**config.mk**
```make
export PLATFORM = sky130hd
export DESIGN_NAME = pcm_duo
export DESIGN_NICKNAME = d
export VERILOG_FILES = /design/src/rtl/pcm_duo_pkg.sv /design/src/rtl/pcm_duo_regs.sv /design/src/rtl/pcm_duo_chan.sv /design/src/rtl/pcm_duo_arb.sv /design/src/rtl/pcm_duo.sv
export SDC_FILE = /design/constraint.sdc
export NUM_CORES = 1
export LEC_CHECK = 0
export ABC_AREA = 1
export BUFFER_PORTS_ARGS = -buffer_cell sky130_fd_sc_hd__buf_2
export CAP_MARGIN = 25
export CELL_PAD_IN_SITES_DETAIL_PLACEMENT = 0
export CELL_PAD_IN_SITES_GLOBAL_PLACEMENT = 2
export CORE_MARGIN = 2
export CORE_UTILIZATION = 30
export DETAILED_ROUTE_END_ITERATION = 10
export PLACE_DENSITY_LB_ADDON = 0.05
export SYNTH_ARGS = -nofsm -noshare
export SYNTH_HDL_FRONTEND = slang
export SYNTH_SLANG_ARGS = --single-unit
```
**constraint.sdc**
```tcl
create_clock -name clk -period 8.6 [get_ports clk]
set_input_delay 1.72 -clock clk [delete_from_list [all_inputs] [get_ports clk]]
set_output_delay 1.72 -clock clk [all_outputs]
set_load 0.01 [all_outputs]
```
**src/rtl/pcm_duo_pkg.sv**
```systemverilog
package pcm_duo_pkg;
  localparam int ADDR_W    = 29;
  localparam int BLK_LSB   = 6;
  localparam logic [7:0] STOP_CODE = 8'hFF;

  localparam logic [15:0] A_RATE = 16'h4010;
  localparam logic [15:0] A_LO   = 16'h4012;
  localparam logic [15:0] A_VOL0 = 16'h4031;
  localparam logic [15:0] A_VOL1 = 16'h4032;
  localparam logic [15:0] A_CTRL = 16'h4033;
  localparam logic [15:0] A_MID  = 16'h4035;
  localparam logic [15:0] A_HI   = 16'h4036;

  typedef enum logic [1:0] {AR_IDLE, AR_ASK, AR_WAIT} arb_st_e;

  function automatic logic [8:0] rate_period(input logic [3:0] idx);
    case (idx)
      4'd0:  return 9'd428;
      4'd1:  return 9'd380;
      4'd2:  return 9'd340;
      4'd3:  return 9'd320;
      4'd4:  return 9'd286;
      4'd5:  return 9'd254;
      4'd6:  return 9'd226;
      4'd7:  return 9'd214;
      4'd8:  return 9'd190;
      4'd9:  return 9'd160;
      4'd10: return 9'd142;
      4'd11: return 9'd128;
      4'd12: return 9'd106;
      4'd13: return 9'd84;
      4'd14: return 9'd72;
      default: return 9'd54;
    endcase
  endfunction
endpackage

```
**src/rtl/pcm_duo_regs.sv**
```systemverilog
module pcm_duo_regs
  import pcm_duo_pkg::*;
#(
  parameter int NCH = 2
) (
  input  logic           clk,
  input  logic           rst_n,
  input  logic           wr_en,
  input  logic [15:0]    wr_addr,
  input  logic [3:0]     rate_d,
  input  logic [2:0]     ctl_d,
  input  logic [NCH-1:0] busy,
  output logic           wr_claim,
  output logic           tick,
  output logic [NCH-1:0] vol_we,
  output logic [NCH-1:0] lo_we,
  output logic [NCH-1:0] mid_we,
  output logic [NCH-1:0] hi_we,
  output logic           en_we,
  output logic [NCH-1:0] en_d
);
  localparam int CW = 9;

  logic          sel_q;
  logic          exp_q;
  logic [3:0]    rate_q;
  logic [CW-1:0] cnt_q;
  logic hit_rate, hit_lo, hit_v0, hit_v1, hit_ctl, hit_mid, hit_hi, addr_ok;

  assign hit_rate = wr_en && (wr_addr == A_RATE);
  assign hit_lo   = wr_en && (wr_addr == A_LO);
  assign hit_v0   = wr_en && (wr_addr == A_VOL0);
  assign hit_v1   = wr_en && (wr_addr == A_VOL1);
  assign hit_ctl  = wr_en && (wr_addr == A_CTRL);
  assign hit_mid  = wr_en && (wr_addr == A_MID);
  assign hit_hi   = wr_en && (wr_addr == A_HI);

  assign wr_claim = hit_v0 || hit_v1 || hit_ctl || hit_mid || hit_hi || (hit_lo && exp_q);
  assign addr_ok  = exp_q && !busy[sel_q];

  assign vol_we = {hit_v1, hit_v0};
  assign en_we  = hit_ctl;
  assign en_d   = {ctl_d[0], ctl_d[1]};

  for (genvar k = 0; k < NCH; k++) begin : g_we
    assign lo_we[k]  = hit_lo  && addr_ok && (sel_q == k[0]);
    assign mid_we[k] = hit_mid && addr_ok && (sel_q == k[0]);
    assign hi_we[k]  = hit_hi  && addr_ok && (sel_q == k[0]);
  end

  assign tick = (cnt_q == '0);

  always_ff @(posedge clk) begin
    if (!rst_n) begin
      sel_q  <= 1'b0;
      exp_q  <= 1'b0;
      rate_q <= 4'd0;
      cnt_q  <= rate_period(4'd0) - 9'd1;
    end else begin
      if (hit_v0) sel_q <= 1'b0;
      if (hit_v1) sel_q <= 1'b1;
      if (hit_ctl) exp_q <= ctl_d[2];
      if (hit_rate) rate_q <= rate_d;
      if (tick) cnt_q <= rate_period(rate_q) - 9'd1;
      else      cnt_q <= cnt_q - 9'd1;
    end
  end

  AST_TICK_SPACED: assert property (@(posedge clk) disable iff (!rst_n)
    tick |=> !tick);
  AST_LOCK_BUSY: assert property (@(posedge clk) disable iff (!rst_n)
    (hit_lo && busy[sel_q]) |-> !lo_we[sel_q]);
endmodule

```
**src/rtl/pcm_duo_chan.sv**
```systemverilog
module pcm_duo_chan
  import pcm_duo_pkg::*;
#(
  parameter int AW = ADDR_W
) (
  input  logic          clk,
  input  logic          rst_n,
  input  logic [7:0]    wr_data,
  input  logic          vol_we,
  input  logic          lo_we,
  input  logic          mid_we,
  input  logic          hi_we,
  input  logic          en_we,
  input  logic          en_d,
  input  logic          tick,
  input  logic          grant,
  input  logic          rsp_v,
  input  logic [7:0]    rsp_d,
  output logic          req,
  output logic [AW-1:0] req_addr,
  output logic          playing,
  output logic [7:0]    level
);
  localparam int HI_W = AW - 21;

  logic [7:0]    vol_q, smp_q;
  logic [AW-1:0] start_q, cur_q;
  logic          play_q, pend_q, wait_q;
  logic [15:0]   prod;

  always_ff @(posedge clk) begin
    if (!rst_n) begin
      vol_q   <= '0;
      smp_q   <= '0;
      start_q <= '0;
      cur_q   <= '0;
      play_q  <= 1'b0;
      pend_q  <= 1'b0;
      wait_q  <= 1'b0;
    end else begin
      if (vol_we) vol_q <= wr_data;
      if (lo_we)  start_q[13:BLK_LSB] <= wr_data;
      if (mid_we) start_q[20:14] <= wr_data[6:0];
      if (hi_we)  start_q[AW-1:21] <= wr_data[HI_W-1:0];
      if (rsp_v) wait_q <= 1'b0;
      if (grant) begin
        wait_q <= 1'b1;
        pend_q <= 1'b0;
      end else if (tick && play_q) begin
        pend_q <= 1'b1;
      end
      if (en_we && en_d && !play_q) begin
        play_q <= 1'b1;
        cur_q  <= start_q;
        smp_q  <= '0;
        pend_q <= 1'b0;
      end else if (en_we && !en_d) begin
        play_q <= 1'b0;
        smp_q  <= '0;
        pend_q <= 1'b0;
      end else if (rsp_v && play_q) begin
        if (rsp_d == STOP_CODE) begin
          play_q <= 1'b0;
          smp_q  <= '0;
          pend_q <= 1'b0;
        end else begin
          smp_q <= rsp_d;
          cur_q <= cur_q + 1'b1;
        end
      end
    end
  end

  assign prod     = smp_q * vol_q;
  assign level    = prod[15:8];
  assign req      = pend_q && !wait_q;
  assign req_addr = cur_q;
  assign playing  = play_q;

  AST_STOP_CLEARS: assert property (@(posedge clk) disable iff (!rst_n)
    (rsp_v && play_q && rsp_d == STOP_CODE && !en_we) |=> !play_q);
  AST_ADDR_STEP: assert property (@(posedge clk) disable iff (!rst_n)
    (rsp_v && play_q && rsp_d != STOP_CODE && !en_we) |=> cur_q == AW'($past(cur_q) + 1'b1));
  AST_START_LOCKED: assert property (@(posedge clk) disable iff (!rst_n)
    play_q |=> $stable(start_q));
  AST_IDLE_SILENT: assert property (@(posedge clk) disable iff (!rst_n)
    !play_q |-> smp_q == 8'd0);
endmodule

```
**src/rtl/pcm_duo_arb.sv**
```systemverilog
module pcm_duo_arb
  import pcm_duo_pkg::*;
#(
  parameter int AW = ADDR_W
) (
  input  logic          clk,
  input  logic          rst_n,
  input  logic [1:0]    req,
  input  logic [AW-1:0] addr0,
  input  logic [AW-1:0] addr1,
  output logic [1:0]    grant,
  output logic          mem_req_valid,
  input  logic          mem_req_ready,
  output logic [AW-1:0] mem_req_addr,
  input  logic          mem_rsp_valid,
  output logic [1:0]    rsp_v
);
  arb_st_e       st_q;
  logic          own_q;
  logic [AW-1:0] addr_q;

  assign grant[0] = (st_q == AR_IDLE) && req[0];
  assign grant[1] = (st_q == AR_IDLE) && req[1] && !req[0];

  always_ff @(posedge clk) begin
    if (!rst_n) begin
      st_q   <= AR_IDLE;
      own_q  <= 1'b0;
      addr_q <= '0;
    end else begin
      case (st_q)
        AR_IDLE: if (|req) begin
          addr_q <= req[0] ? addr0 : addr1;
          own_q  <= !req[0];
          st_q   <= AR_ASK;
        end
        AR_ASK:  if (mem_req_ready) st_q <= AR_WAIT;
        AR_WAIT: if (mem_rsp_valid) st_q <= AR_IDLE;
        default: st_q <= AR_IDLE;
      endcase
    end
  end

  assign mem_req_valid = (st_q == AR_ASK);
  assign mem_req_addr  = addr_q;
  assign rsp_v[0] = mem_rsp_valid && (st_q == AR_WAIT) && !own_q;
  assign rsp_v[1] = mem_rsp_valid && (st_q == AR_WAIT) && own_q;

  AST_REQ_HOLD: assert property (@(posedge clk) disable iff (!rst_n)
    (mem_req_valid && !mem_req_ready) |=> (mem_req_valid && $stable(mem_req_addr)));
  AST_ONE_GRANT: assert property (@(posedge clk) disable iff (!rst_n)
    $onehot0(grant));
  AST_NO_REQ_IN_FLIGHT: assert property (@(posedge clk) disable iff (!rst_n)
    (mem_req_valid && mem_req_ready) |=> !mem_req_valid);
endmodule

```
**src/rtl/pcm_duo.sv**
```systemverilog
module pcm_duo
  import pcm_duo_pkg::*;
#(
  parameter int AW = ADDR_W
) (
  input  logic          clk,
  input  logic          rst_n,
  input  logic          wr_en,
  input  logic [15:0]   wr_addr,
  input  logic [7:0]    wr_data,
  output logic          wr_claim,
  output logic [1:0]    chan_status,
  output logic          mem_req_valid,
  input  logic          mem_req_ready,
  output logic [AW-1:0] mem_req_addr,
  input  logic          mem_rsp_valid,
  input  logic [7:0]    mem_rsp_data,
  output logic [8:0]    mix_out
);
  localparam int NCH = 2;

  logic           tick, en_we;
  logic [NCH-1:0] vol_we, lo_we, mid_we, hi_we, en_d;
  logic [NCH-1:0] busy, req, grant, rsp_v;
  logic [AW-1:0]  ch_addr [NCH];
  logic [7:0]     ch_lvl  [NCH];

  pcm_duo_regs #(.NCH(NCH)) u_regs (
    .clk(clk), .rst_n(rst_n), .wr_en(wr_en), .wr_addr(wr_addr),
    .rate_d(wr_data[3:0]), .ctl_d({wr_data[7], wr_data[4], wr_data[3]}),
    .busy(busy), .wr_claim(wr_claim), .tick(tick),
    .vol_we(vol_we), .lo_we(lo_we), .mid_we(mid_we), .hi_we(hi_we),
    .en_we(en_we), .en_d(en_d)
  );

  for (genvar k = 0; k < NCH; k++) begin : g_ch
    pcm_duo_chan #(.AW(AW)) u_ch (
      .clk(clk), .rst_n(rst_n), .wr_data(wr_data),
      .vol_we(vol_we[k]), .lo_we(lo_we[k]), .mid_we(mid_we[k]), .hi_we(hi_we[k]),
      .en_we(en_we), .en_d(en_d[k]), .tick(tick), .grant(grant[k]),
      .rsp_v(rsp_v[k]), .rsp_d(mem_rsp_data),
      .req(req[k]), .req_addr(ch_addr[k]), .playing(busy[k]), .level(ch_lvl[k])
    );
  end

  pcm_duo_arb #(.AW(AW)) u_arb (
    .clk(clk), .rst_n(rst_n), .req(req), .addr0(ch_addr[0]), .addr1(ch_addr[1]),
    .grant(grant), .mem_req_valid(mem_req_valid), .mem_req_ready(mem_req_ready),
    .mem_req_addr(mem_req_addr), .mem_rsp_valid(mem_rsp_valid), .rsp_v(rsp_v)
  );

  assign chan_status = busy;
  assign mix_out     = 9'(ch_lvl[0]) + 9'(ch_lvl[1]);
endmodule

```
Word-level counts from Yosys, hierarchy flattened

Memory sizes are Yosys's and may differ from the RTL's. A register that Yosys moved wholly into a read port is not among the register bits.
Cells that the tools add are included.

Logic and storage cells: 165
Register bits: 189
Memories: 1
Output and inout port bits: 42
ROM bits: 128

Memories:

| memory           | words | bits a word | rd ports | clocked after memory_dff | write ports | line              | text |
|---|---|---|---|---|---|---|---|
| (name not given) | 16    | 8           | 1        | 1                        | 0           | pcm_duo_pkg.sv:17 | `case (idx)` |

Multiplexer cells: 42
Reduce and logical (&&, ||, !) cells: 70
$lt $le $gt $ge: 1
Bitwise logic cells: 2
Multipliers: 2
Add/subtract/negate cells: 5
Equal/unequal tests: 17

Operators by type and width:

| cell                    | count |
|---|---|
| $mux W29                | 9 |
| $eq A16 B15 Y1 const B  | 7 |
| $add A29 B1 Y29 const B | 2 |
| $logic_and A1 B1 Y1     | 36 |
| $mul A8 B8 Y16          | 2 |
| $mux W9                 | 3 |
| $mux W1                 | 23 |
| $sub A9 B1 Y9 const B   | 2 |
| $reduce_bool A3 Y1      | 4 |
| $ne A2 B1 Y1 const B    | 5 |
| $reduce_bool A2 Y1      | 5 |
| $add A8 B8 Y9           | 1 |
| $logic_not A1 Y1        | 9 |
| $logic_not A9 Y1        | 1 |
| $reduce_and A3 Y1       | 3 |
| $eq A8 B8 Y1 const B    | 1 |
| $mux W4                 | 2 |
| $mux W8                 | 1 |
| $mux W2                 | 3 |
| $pmux W2 S3             | 1 |
| $reduce_and A2 Y1       | 3 |
| $reduce_or A3 Y1        | 2 |
| $logic_or A1 B1 Y1      | 5 |
| $ne A2 B2 Y1 const B    | 2 |
| other kinds (6)         | 7 |

Depth between registers and ports, before layout

Gate-level depths: netlist of run 1.

Depth after elaboration: 7
Depth in mapped cells: 28

Modules after synthesis

From an unflattened synthesis of run 1, not the netlist that was laid out.

Cells, all modules: 2385
Area, all modules: 15403.5 um^2

By module, submodules not included:

| module                      | area each (um^2) | seq. area each (um^2) | cells each | times used |
|---|---|---|---|---|
| pcm_duo_chan (g_ch[1].u_ch) | 5885.6           | 1421.4                | 894        | 1 |
| pcm_duo_chan (g_ch[0].u_ch) | 5794.3           | 1421.4                | 877        | 1 |
| pcm_duo_arb                 | 1686.6           | 640.6                 | 303        | 1 |
| pcm_duo_regs                | 1660.3           | 460.4                 | 252        | 1 |
| pcm_duo                     | 376.6            | 0.0                   | 59         | 1 |

Worst setup path after synthesis of run 1

Ideal clock, no wire load.

Kind: reg-to-output
Start point: register g_ch[1].u_ch.smp_q[2]
End point: output port mix_out[8]
Arrival: 4.841 ns
Cell stages (with the launch flop): 24
Path buffers: 1
Path slack: 2.039 ns
Path through: dfxtp_1 > clkbuf_1 > nand2_1 > inv_1 > fa_1 > fa_1 > fa_1 > inv_1 > fa_1 > inv_1 > ha_1 > a21o_1 > o21bai_1 > a21oi_1 > xnor2_1 > fa_1 > nand3_1 > nand3_1 > nand2_1 > a21oi_1 > nor2_1 > nor2_1 > o21ai_0 > nand2_1

Longest elaborated chain between the ends: 2

RTL lines:

| item                   | line               | text |
|---|---|---|
| start, declared        | pcm_duo_chan.sv:26 | `logic [7:0] vol_q, smp_q;` |
| start signal, assigned | pcm_duo_chan.sv:67 | `smp_q <= rsp_d;` |
| $mul A8 B8 Y16         | pcm_duo_chan.sv:74 | `assign prod = smp_q * vol_q;` |
| $add A8 B8 Y9          | pcm_duo.sv:53      | `assign mix_out = 9'(ch_lvl[0]) + 9'(ch_lvl[1]);` |
| end, declared          | pcm_duo.sv:18      | `output logic [8:0] mix_out` |

Every way passes these cells.

Worst setup path after layout of run 1

Start point: register g_ch[0].u_ch.vol_q[3]
End point: output port mix_out[7]

Longest elaborated chain between the ends: 2

RTL lines:

| item                   | line               | text |
|---|---|---|
| start, declared        | pcm_duo_chan.sv:26 |  |
| start signal, assigned | pcm_duo_chan.sv:41 | `if (vol_we) vol_q <= wr_data;` |
| $mul A8 B8 Y16         | pcm_duo_chan.sv:74 |  |
| $add A8 B8 Y9          | pcm_duo.sv:53      |  |

Every way passes these cells.

==> metrics.yaml, run 1 <==
synthesis:
  ys_types: 46
  synth_ff_type: "dfxtp_1"
  async_reset_ff_share_pct: 0
  syn_nets: 2404
  yosysTopAreaCellShare_pct: 27.0
  netlist_area_sq_mm: 0.0146
  syn_area_per_cell_sq_um: 6.60
  ys_ff_latch: 197
  yosysWarningCount: 0
  synth_edf_count: 0
  synth_top_area_cell: "dfxtp_1"
  ys_seq_area_share_pct: 27.0
  synthCells: 2214
  synth_area_leaders: "dfxtp_1, nand2_1, fa_1"
grt:
  grt_pass1_wl_um: 78800
  grt_overflow_total: 0
  grt_pass1_vias: 13600
  grt_max_degree: 70
  antenna_found_initial: 3
  grt_use_total_pct: 20.2
drt:
  vias: 13500
  drt-initial-drc-count: 734
  drc_errors: 0
  wl_per_cell_um: 17.4
  drt_wl_total_um: 49600
  via_per_inst: 4.74
  dr.pass1.iters: 5
  ant_nets: 0
cts:
  cts_made_buffers: 17
  cts.path.max_buffers: 2
  cts_resized: 0
  cts_tree: "built"
  cts_root_buffer: "clkbuf_16"
  clock_sinks: 197
  insertion_delay_ns: 0.47
  cts_setup_buffers: 0
  ctsHoldBuffers: 0
  htreeDepth: 4
  clkTransAtPathRegs_ns: 0.08
cells_and_area:
  fillers: 5271
  fin_nets: 2421
  fin_area_sq_mm: 0.0161
  synthToLayoutAreaGrowth_pct: 10.1
  antenna_cells: 0
  layout_common_cells: "nand2_1, inv_1, nor2_1"
  final_common_cell: "nand2_1"
  drive_gt1_share_pct: 7.04
power:
  power_mw: 1.79
  peakVddDrop_uv: 97.1
  power_switching_mw: 0.471
  power.density_mw_per_mm2: 111
  pwr-share-seq_pct: 51.1
  clkPwrFrac_pct: 45.1
  p_int_mw: 1.32
  p_sw_share_pct: 26.4
  total_leakage_power_nw: 8.50
  combPwrFrac_pct: 3.7
floorplanning:
  fp-row-count: 80
  start_util_pct: 30.5
  die-area_sq_mm: 0.0505
  die_height_um: 225
  num_io_pins: 79
  core_sq_mm: 0.0479
  die_w_um: 225
timing:
  min_period_ns: 7.46
  fin_ws_ns: 1.14
  slew_viol_final: 0
  tightest_slew_ns: 0.807
  finalHoldViolCount: 0
  rsz0062_at_grt: "false"
  setup-violations-final: 0
  skew_ns: 0.0143
  min_period_over_period_pct: 86.8
  tns_ns: 0
  fmax_ghz: 0.134
  timing.slew.headroom_pct: 46.2
setup_path:
  crit_fanout: 9
  crit_type: "reg2out"
  end_kind: "output pin"
  critPathLaunchType: "register"
  arrival_ns: 5.74
  required_ns: 6.88
placement:
  io_buffers: 78
  gp_congestion: 0.843
  place_area_sq_mm: 0.0155
  pre_cts_ws_ns: 1.63
  place_hpwl_um: 38800
run_status:
  status: "complete, no violations"
job:
  cap_violations: 0
hold_path:
  hold_path.class: "reg2reg"
-- metal layers --
layer / share of wire [%] / vias to the layer above / GRT usage, %
met2: 50 / 198 / 36.9
met3: 2.9 / 46 / 2.47
met4: 1.9 / 6 / 5.23
met1: 45 / 6333 / 25.1
li1: - / 6960 / -
met5: 0.083 / - / 0
-- cells in the mapped netlist (3+ instances only) --
cell and count:
nor3_1 39, buf_4 3, o211ai_1 4, dfxtp_1 197
clkbuf_1 67, xor2_1 31, nand3b_1 8, nor2_1 284
inv_1 313, nand4_1 53, xnor2_1 19, nand2_1 658
nand3_1 95, o21a_1 8, or2_2 5, buf_1 9
nand2_4 6, nand3_2 3, nor2_2 5, o21ai_1 5
a31oi_1 31, fa_1 71, ha_1 82, o21ai_0 116
buf_2 9, o21bai_1 3, inv_2 4, a21oi_1 57
nand2_2 3, nor3_4 3, a211oi_1 3
-- worst max-delay path, cell delays in order (launching register included) --
cell      delay (ns)
dfxtp_1         0.56
nand2_1         0.09
inv_1           0.09
fa_1            0.44
fa_1            0.48
fa_1            0.54
inv_1           0.05
fa_1            0.52
inv_1           0.04
ha_1            0.35
a21oi_1         0.33
o21ai_0         0.15
a211oi_1        0.28
nand2_1         0.08
nand2_1         0.06
nand2_1         0.07
ha_1            0.34
nand2_1         0.07
inv_1           0.05
a221oi_1        0.34
nand2_1         0.08
nand2_1         0.07
nand2_1         0.05
buf_2           0.13
-- final timing paths --
check        slack (ns)  cells after the start                   from                       end
min                0.42                      1        u_regs.cnt_q[0]           u_regs.cnt_q[0]
min reg2reg        0.42                      1        u_regs.cnt_q[0]           u_regs.cnt_q[0]
max                1.14                     23  g_ch[0].u_ch.vol_q[3]                mix_out[7]
max reg2reg        5.64                      8           u_regs.sel_q  g_ch[0].u_ch.start_q[13]
-- kinds of logic after synthesis --
kind of cell | count (synthesis) | share of synthesized area, %
compound gates | 233 | 8.71
fa+ha+maj | 153 | 16.7
buf+inv | 409 | 10.7
flops | 197 | 27.0
simple gates | 1172 | 33.8
xor+xnor | 50 | 3.00
-- registers in the layout, indices dropped and copies added (netlist names), 4 cells and up, named ones only --
name                count
g_ch.u_ch.vol_q        16
u_arb.mem_req_addr     29
g_ch.u_ch.smp_q        16
u_regs.rate_q           4
g_ch.u_ch.start_q      46
g_ch.u_ch.req_addr     58
u_regs.cnt_q            9
-- area by class of cell --
cell class / instances / area [sq um] / share of cell area, %
flip-flops and latches: 197 / 3940 / 24.5
repair buffers: 87 / 493 / 3.06
multi-input cells: 1608 / 9110 / 56.6
clock buffers: 18 / 429 / 2.67
well taps: 615 / 769 / 4.78
inverters: 320 / 1200 / 7.49
clock inverters: 14 / 135 / 0.840
-- through the flow --
step	cells	utilization, %	hold slack [ns]
floorplan	2214	-	0.384
global placement	2824	32.3	0.393
detailed placement	2826	32.3	0.401
CTS	2858	33.5	0.420
global route	2859	33.5	0.438
finish	2859	33.5	0.417
-- power groups by stage --
| stage | clock network, mW | logic [mW] | registers (mW) |
|---|---|---|---|
| floorplan | 0 | 0.0348 | 0.935 |
| global placement | 0 | 0.0677 | 0.935 |
| detailed placement | 0 | 0.0677 | 0.935 |
| CTS | 0.834 | 0.0679 | 0.914 |
| global route | 0.864 | 0.0729 | 0.914 |
| finish | 0.806 | 0.0668 | 0.914 |
No activity file was read; power rests on OpenSTA's default activity.
==> inputs of run 2 (changes only) <==
--- a/config.mk
+++ b/config.mk
@@ -10,7 +10,7 @@
 export CAP_MARGIN = 25
 export CELL_PAD_IN_SITES_DETAIL_PLACEMENT = 0
 export CELL_PAD_IN_SITES_GLOBAL_PLACEMENT = 2
-export CORE_MARGIN = 2
+export CORE_MARGIN = 4
 export CORE_UTILIZATION = 30
 export DETAILED_ROUTE_END_ITERATION = 10
 export PLACE_DENSITY_LB_ADDON = 0.05
==> run 2 against run 1 <==
Net effect: wire length barely moved; sequential power hardly changed; register-to-register slack improved by 0.07 ns; first-iteration DRC count is 19% lower; critical path type unchanged; clock power is essentially flat.
==> metrics.yaml, run 2 (synthesized netlist as in run 1, its figures left out) <==
run_status:
  status: "complete, no violations"
cts:
  cts_setup_buffers: 0  # unchanged
  cts_made_buffers: 17  # unchanged
  cts.path.max_buffers: 2  # unchanged
  htreeDepth: 4  # unchanged
  clkTransAtPathRegs_ns: 0.07  # about the same
  insertion_delay_ns: 0.47  # about the same
  clock_sinks: 197  # unchanged
  cts_tree: "built"
  cts_root_buffer: "clkbuf_16"
  cts_resized: 0  # unchanged
  ctsHoldBuffers: 0  # unchanged
grt:
  grt_pass1_wl_um: 77900  # -1.1%
  grt_max_degree: 60  # -14%
  antenna_found_initial: 1  # -2
  grt_pass1_vias: 13300  # -2.1%
  grt_use_total_pct: 18.9  # -1.3 points
  grt_overflow_total: 0  # unchanged
job:
  cap_violations: 0  # unchanged
timing:
  setup-violations-final: 0  # unchanged
  tns_ns: 0  # unchanged
  finalHoldViolCount: 0  # unchanged
  min_period_ns: 7.50  # +0.0376 ns
  tightest_slew_ns: 0.813  # +0.00561 ns
  timing.slew.headroom_pct: 45.8  # -0.44 points
  rsz0062_at_grt: "false"
  slew_viol_final: 0  # unchanged
  min_period_over_period_pct: 87.2  # +0.44 points
  skew_ns: 0.0125  # -0.00174 ns
  fmax_ghz: 0.133  # -0.50%
cells_and_area:
  layout_common_cells: "nand2_1, inv_1, nor2_1"
  synthToLayoutAreaGrowth_pct: 9.97  # about the same
  largest_reg_flops: 58  # unchanged
  final_common_cell: "nand2_1"
  fin_nets: 2422  # +0.041%
  drive_gt1_share_pct: 6.99  # -0.048 points
setup_path:
  required_ns: 6.88  # about the same
  arrival_ns: 5.78  # +0.04 ns
  crit_fanout: 9  # unchanged
  worstRegToRegCells: 8  # unchanged
  r2r_end: "g_ch[1].u_ch.start_q[12]"
  crit_type: "reg2out"
  reg2reg_from: "u_regs.sel_q"
  reg2reg_slack_ns: 5.71  # +0.07 ns
  end_kind: "output pin"
  critPathLaunchType: "register"
placement:
  gp_congestion: 0.875  # +3.8%
  io_buffers: 78  # unchanged
  place_hpwl_um: 38600  # -0.53%
floorplanning:
  die-area_sq_mm: 0.0523  # +3.6%
  fp-row-count: 80  # unchanged
  num_io_pins: 79  # unchanged
  die_height_um: 229  # +1.8%
  core_sq_mm: 0.0479  # unchanged
  start_util_pct: 30.5  # unchanged
  die_w_um: 229  # +1.8%
drt:
  ant_nets: 0  # unchanged
  dr.pass1.iters: 5  # unchanged
  drt-initial-drc-count: 591  # -19%
  wl_per_cell_um: 17.3  # about the same
  drt_wl_total_um: 49600  # about the same
  via_per_inst: 4.73  # about the same
  drc_errors: 0  # unchanged
  vias: 13500  # -0.0074%
power:
  power_mw: 1.79  # about the same
  peakVddDrop_uv: 125  # +29%
  total_leakage_power_nw: 8.47  # -0.29%
  power.density_mw_per_mm2: 111  # about the same
hold_path:
  min_from: "u_regs.cnt_q[0]"
  whs_endpoint: "u_regs.cnt_q[0]"
  hold_path.class: "reg2reg"
  hold_depth: 1  # unchanged
-- run 2: cell types whose count changed in the layout (fill, tap and decap cells not counted), moves of 2 or more --
cell | previous run | this run
clkinv_4 | 5 | 3
clkbuf_1 | 1 | 3
buf_4 | 8 | 10
clkinvlp_4 | 0 | 4
inv_8 | 5 | 1
-- run 2: cell type report --
class	instances	area [sq um]
diodes	1	2.50
repair buffers	88	480
clock buffers	20	437
multi-input cells	1608	9110
well taps	615	769
flip-flops and latches	197	3940
fillers	5372	31900
inverters	320	1200
clock inverters	12	124
-- run 2: metrics by stage --
stage          utilization (%)  setup slack [ns]  instances  cell area [sq um]  hold WS [ns]
2_1_floorplan                -              2.04       2214              14600         0.384
3_3_place_gp              32.3              1.66       2827              15500         0.393
3_5_place_dp              32.3              1.58       2827              15500         0.396
4_1_cts                   33.5              1.06       2859              16000         0.413
5_1_grt                   33.5             0.502       2860              16100         0.417
6_report                  33.5              1.10       2861              16100         0.414
-- run 2: routing by layer --
metal  vias to the layer above  part of all wire, %  track usage [%]
met5                         -                    0                0
met1                      6375                   46             24.2
met3                        32                  2.3             2.21
met4                         0                  1.4             4.19
met2                       171                   50             34.1
li1                       6964                    -                -
-- run 2: where the power goes --
part | leakage, nW | switching (mW) | internal (mW) | total, mW
sequential | 1.59 | 0.00106 | 0.913 | 0.914
combinational | 6.63 | 0.0511 | 0.0168 | 0.0679
clock | 0.260 | 0.398 | 0.405 | 0.804
-- run 2: how the worst max path moves through the flow --
stage / endpoint / cells after the start / startpoint / slack (ns)
2_1_floorplan: mix_out[8] / 23 / g_ch[1].u_ch.smp_q[2] / 2.04
3_3_place_gp: mix_out[8] / 23 / g_ch[1].u_ch.smp_q[4] / 1.66
3_5_place_dp: mix_out[8] / 23 / g_ch[1].u_ch.vol_q[4] / 1.58
5_1_grt: mix_out[7] / 23 / g_ch[0].u_ch.smp_q[3] / 0.50
6_report: mix_out[8] / 23 / g_ch[1].u_ch.vol_q[4] / 1.10
4_1_cts: mix_out[8] / 23 / g_ch[1].u_ch.vol_q[4] / 1.06
-- run 2: worst max-delay path, cell delays in order, from the launching register on --
cell	delay (ns)
dfxtp_1	0.57
nand2_1	0.09
inv_1	0.09
fa_1	0.43
fa_1	0.48
fa_1	0.54
inv_1	0.05
fa_1	0.53
inv_1	0.04
ha_1	0.35
a21o_1	0.19
o21bai_1	0.14
a21oi_1	0.25
xnor2_1	0.22
fa_1	0.48
nand3_1	0.10
nand3_1	0.10
nand2_1	0.08
a21oi_1	0.07
nor2_1	0.09
nor2_1	0.05
o21ai_0	0.14
nand2_1	0.07
buf_2	0.14
